--- config.mk ---
export PLATFORM = sky130hd
export DESIGN_NAME = trap_arbiter
export DESIGN_NICKNAME = d
export VERILOG_FILES = /design/src/rtl/trap_arbiter.sv
export SDC_FILE = /design/constraint.sdc
export NUM_CORES = 1
export LEC_CHECK = 0
export CAP_MARGIN = 20
export CORE_AREA = 2 2 63 65
export DETAILED_ROUTE_END_ITERATION = 10
export DIE_AREA = 0 0 65 67
export DONT_BUFFER_PORTS = 1
export SETUP_SLACK_MARGIN = 0.3
export SLEW_MARGIN = 40
export SYNTH_ARGS = -nofsm -noshare
export SYNTH_HDL_FRONTEND = slang
export SYNTH_SLANG_ARGS = --single-unit
--- constraint.sdc ---
create_clock -name clk -period 0.8 [get_ports clk]
set_input_delay 0.2 -clock clk [delete_from_list [all_inputs] [get_ports clk]]
set_output_delay 0.2 -clock clk [all_outputs]
set_load 0.01 [all_outputs]
--- src/rtl/trap_arbiter.sv ---
module trap_arbiter #(
  parameter int NWIN = 8,
  localparam int CW = (NWIN > 1) ? $clog2(NWIN) : 1
) (
  input  logic          clk,
  input  logic          rst_n,
  input  logic          ext_rst_req,
  input  logic          err_write,
  input  logic          err_iaccess,
  input  logic          err_regfile,
  input  logic          err_daccess,
  input  logic          fp_exc,
  input  logic          watch_hit,
  input  logic          is_illegal,
  input  logic          is_priv,
  input  logic          is_fpop,
  input  logic          is_cpop,
  input  logic          is_save,
  input  logic          is_restore,
  input  logic          is_rett,
  input  logic          is_jmpl,
  input  logic          is_tagged,
  input  logic          is_div,
  input  logic          is_ticc,
  input  logic          ticc_true,
  input  logic [6:0]    ticc_num,
  input  logic          mem_op,
  input  logic [1:0]    mem_size,
  input  logic [31:0]   mem_addr,
  input  logic [31:0]   jump_target,
  input  logic          psr_s,
  input  logic          psr_et,
  input  logic          psr_ef,
  input  logic          psr_ec,
  input  logic          fpu_present,
  input  logic          cp_present,
  input  logic [CW-1:0] cwp,
  input  logic [NWIN-1:0] wim,
  input  logic [1:0]    op_a_tag,
  input  logic [1:0]    op_b_tag,
  input  logic          alu_ovf,
  input  logic [31:0]   divisor,
  output logic          trap_taken,
  output logic [7:0]    trap_type,
  output logic          reset_redirect,
  output logic          new_s,
  output logic          new_et,
  output logic [CW-1:0] cwp_next
);

  logic [CW-1:0] cwp_dec, cwp_inc;
  assign cwp_dec = (cwp == '0) ? CW'(NWIN - 1) : cwp - 1'b1;
  assign cwp_inc = (cwp == CW'(NWIN - 1)) ? '0 : cwp + 1'b1;

  logic priv_c, fpd_c, cpd_c, wovf_c, wunf_c, mis_c, tag_c, dz_c, ticc_c;
  logic mis_mem;

  assign priv_c = is_priv & ~psr_s;
  assign fpd_c  = is_fpop & ~(psr_ef & fpu_present);
  assign cpd_c  = is_cpop & ~(psr_ec & cp_present);
  assign wovf_c = is_save & wim[cwp_dec];
  assign wunf_c = (is_restore | is_rett) & wim[cwp_inc];

  always_comb begin
    unique case (mem_size)
      2'd0: mis_mem = 1'b0;
      2'd1: mis_mem = mem_addr[0];
      2'd2: mis_mem = |mem_addr[1:0];
      default: mis_mem = |mem_addr[2:0];
    endcase
  end

  assign mis_c  = (mem_op & mis_mem) | ((is_jmpl | is_rett) & |jump_target[1:0]);
  assign tag_c  = is_tagged & (alu_ovf | |op_a_tag | |op_b_tag);
  assign dz_c   = is_div & (divisor == 32'd0);
  assign ticc_c = is_ticc & ticc_true;

  logic       take;
  logic [7:0] code;

  always_comb begin
    take = 1'b1;
    code = 8'h00;
    if      (ext_rst_req) code = 8'h00;
    else if (err_write)   code = 8'h2B;
    else if (err_iaccess) code = 8'h01;
    else if (err_regfile) code = 8'h20;
    else if (is_illegal)  code = 8'h02;
    else if (priv_c)      code = 8'h03;
    else if (fpd_c)       code = 8'h04;
    else if (cpd_c)       code = 8'h24;
    else if (wovf_c)      code = 8'h05;
    else if (wunf_c)      code = 8'h06;
    else if (mis_c)       code = 8'h07;
    else if (fp_exc)      code = 8'h08;
    else if (err_daccess) code = 8'h09;
    else if (tag_c)       code = 8'h0A;
    else if (dz_c)        code = 8'h2A;
    else if (ticc_c)      code = {1'b1, ticc_num};
    else if (watch_hit)   code = 8'h0B;
    else                  take = 1'b0;
  end

  logic [CW-1:0] cwp_d;
  always_comb begin
    if (take)                       cwp_d = cwp;
    else if (is_save)               cwp_d = cwp_dec;
    else if (is_restore | is_rett)  cwp_d = cwp_inc;
    else                            cwp_d = cwp;
  end

  always_ff @(posedge clk or negedge rst_n) begin
    if (!rst_n) begin
      trap_taken     <= 1'b0;
      trap_type      <= 8'h00;
      reset_redirect <= 1'b0;
      new_s          <= 1'b1;
      new_et         <= 1'b0;
      cwp_next       <= '0;
    end else begin
      trap_taken     <= take;
      trap_type      <= code;
      reset_redirect <= ext_rst_req;
      new_s          <= ext_rst_req | psr_s;
      new_et         <= ~ext_rst_req & psr_et;
      cwp_next       <= cwp_d;
    end
  end


  reset_vec_chk: assert property (@(posedge clk) disable iff (!rst_n)
    ext_rst_req |=> (trap_taken && reset_redirect && trap_type == 8'h00 && new_s && !new_et));


  redirect_taken_chk: assert property (@(posedge clk) disable iff (!rst_n)
    reset_redirect |-> trap_taken);


  write_err_rank_chk: assert property (@(posedge clk) disable iff (!rst_n)
    (err_write && !ext_rst_req) |=> (trap_taken && trap_type == 8'h2B));


  priv_taken_chk: assert property (@(posedge clk) disable iff (!rst_n)
    (is_priv && !psr_s) |=> trap_taken);


  div_taken_chk: assert property (@(posedge clk) disable iff (!rst_n)
    (is_div && divisor == 32'd0) |=> trap_taken);


  ticc_taken_chk: assert property (@(posedge clk) disable iff (!rst_n)
    (is_ticc && ticc_true) |=> trap_taken);


  cwp_hold_chk: assert property (@(posedge clk) disable iff (!rst_n)
    ext_rst_req |=> (cwp_next == $past(cwp)));


  idle_type_chk: assert property (@(posedge clk) disable iff (!rst_n)
    !trap_taken |-> (trap_type == 8'h00 && !reset_redirect));

endmodule

==> flow_summary.toml <==
[final_layout]
seqCellArea_um2 = 377
drive_gt1_frac = 0.429
multiInputGateArea_um2 = 962
fillers = 342
num_antenna_cells = 0
nets = 315
areaGrowthSynthToFinish_pct = 37.3

[pwr]
pwr-share-clk = 0.285
p_int_mw = 1.48
total_power_mw = 2.02
swShare = 0.266
power-per-cell-area_nw_per_um2 = 1220
power.switching_mw = 0.539
combPwrFrac = 0.308
ir_drop_uv = 443
power.leakage_nw = 0.662
seqPwrFrac = 0.406

[sta]
finalCritPeriodShare = 2.37
slew_headroom = 0.697
fin_ws_ns = -1.09
max_freq_ghz = 0.528
fin_tns_setup_ns = -12.47
tightest_slew_ns = 0.451
maxSlewViolCount = 0
hold_viol = 16
setup_viol = 27
min_period_ns = 1.89
hold_slack_ns = -0.351
grt_setup_unrepaired = "true"

[floorplanning]
core_area_um2 = 3610
io_pins = 164
die_area_um2 = 4360
die_x_um = 65
die_h_um = 67
num_rows = 22
start_util = 0.336

[placement]
dp_hpwl_um = 3570
place.gp.congestion = 0.814
io_buffers = 0

[clocking]
cts_tree = "yes"
clock_sinks = 15
cts_buffers = 3
h-tree-depth = 1
root_buffer = "clkbuf_8"
clockBufferDepth = 2
clk_pin_slew_ns = 0.06

[critical_path]
crit_fanout = 6
cpLargestDelayFamily = "compound AO/OA/AOI/OAI gates"
critPathRequiredTime_ns = 0.93
cpMostUsedCell = "ha_4"
crit_slowest_cell = "mux4_2"
cp.arrival_ns = 2.02
crit_type = "in -> reg"
start_kind = "input pin"
critical_path.cell_chain = "ha_4, ha_4, nor2_4, mux4_2, a22oi_2, nand2_2, buf_4, a31oi_4, nor4_2, o31a_1"
end_kind = "register"
slowest_delay_ns = 0.51
crit_buf_inv = 1

[run_status]
status = "complete, but fails checks"
violations = "negative hold slack, negative setup slack"

[global_routing]
grt_first_pass_wirelength_um = 6000
grt_pass1_vias = 1301
grt_usage = 0.190
globalRoute.totalOverflow = 0
grt_max_degree = 16
antenna_found_initial = 1

[yosys]
ys_top_cells_by_count = "nor2_1 (15), dfrtp_1 (14), a21oi_1 (9), nand2_1 (8), nor4_1 (7)"
syn-num-nets = 287
synth_top_area_cell = "dfrtp_1"
syn_avg_cell_area_um2 = 9.04
synth_edf_count = 0
ys_seq_elements = 15
netlist_instances = 134
seq_area_frac_synth = 0.311
yosys_warnings = 0
synth_cell_type_count = 50
netlist_area_um2 = 1210
async_flop_share = 1.00
yosysTopAreaCellShare = 0.289
yosysMostFrequentCell = "nor2_1"
synth_top_flop_cell = "dfrtp_1"
synthTopCellsByArea = "dfrtp_1 (29%), nor2_1 (4.6%), ha_1 (4.1%)"

[route]
drc = 0
totalWireLength_um = 4080
dr.pass1.iters = 4
ant_nets = 0
avgRoutedWirePerCell_um = 19.5
vias = 1224
drt_iter0_drc = 70
vias_per_cell = 5.86

[run]
maxCapViolations = 0

[min_path]
min_path_type = "in -> async"
==> path summary, 6_finish.rpt <==
check | cells past startpoint | slack [ns] | from | end
setup / recovery | 10 | -1.09 | cwp[0] | trap_type[1]
hold / removal | 0 | -0.35 | rst_n | reset_redirect
max in group asynchronous | 0 | 0.98 | rst_n | new_s
min in group clk | 0 | -0.02 | ext_rst_req | reset_redirect
==> cell usage in the layout, fill, tap and decap left out, types with 3 or more instances in the layout <==
cell	synthesis	layout
o21ai_1	0	3
a21oi_1	9	8
ha_4	0	3
nor2b_1	3	3
clkbuf_8	0	3
nand3_1	3	3
nor3_1	6	5
nand4_1	3	3
nor4_1	7	6
dfrtp_1	14	14
buf_4	1	25
inv_1	5	3
nand2_1	8	6
nor2_1	15	12
==> kinds of logic (layout without fill, tap and decap cells) <==
family          after synthesis  in the layout  share of synthesized area
simple gates                 66             66                      0.346
fa+ha+maj                     4              4                     0.0413
mux                           5              5                     0.0630
flops                        15             15                      0.311
buf+inv                       8             35                     0.0320
compound gates               36             36                      0.207
==> power by group through the flow <==
stage	logic, mW	registers, mW	clock network [mW]
2_1_floorplan	0.357	0.831	0
6_report	0.624	0.822	0.577
5_1_grt	0.680	0.825	0.628
4_1_cts	0.597	0.823	0.592
3_3_place_gp	0.517	0.835	0
3_5_place_dp	0.526	0.836	0
==> timing repair <==
item,CTS,global route
setup endpoints to repair,27,27
resized for setup,16,8
pin swaps,7,6
endpoints found under the hold margin,16,16
buffers inserted,3,1
gates cloned,0,0
==> layer usage <==
layer	up-vias	global-route usage	routed length, µm	share of wire
met5	-	0	13	0.0032
met4	2	0.0771	53	0.013
met3	6	0.0642	488	0.12
met2	92	0.349	2010	0.49
met1	550	0.197	1520	0.37
li1	574	-	-	-
==> state kept, by name, summed over array words and instances, names as in the netlist <==
| register | count |
|---|---|
| trap_type | 8 |
| reset_redirect | 1 |
| new_et | 1 |
| new_s | 1 |
| cwp_next | 3 |
| trap_taken | 1 |
==> cell type report <==
cell class	count	area share
Clock inverter	1	0.00301
Inverter	5	0.0113
Clock buffer	3	0.0248
Tap cell	48	0.0361
Multi-Input combinational cell	111	0.579
Sequential cell	15	0.226
Timing Repair Buffer	26	0.120
==> per-stage QoR <==
stage	utilization	instances	setup slack (ns)	hold WS, ns	cell area [µm²]
2_1_floorplan	-	134	-1.23	-0.0956	1290
3_3_place_gp	0.415	201	-1.31	-0.0953	1500
3_5_place_dp	0.415	201	-1.37	-0.0953	1500
4_1_cts	0.452	208	-1.08	-0.356	1630
5_1_grt	0.461	209	-1.19	-0.365	1660
6_report	0.461	209	-1.09	-0.351	1660
(Power assumes the default switching activity.)
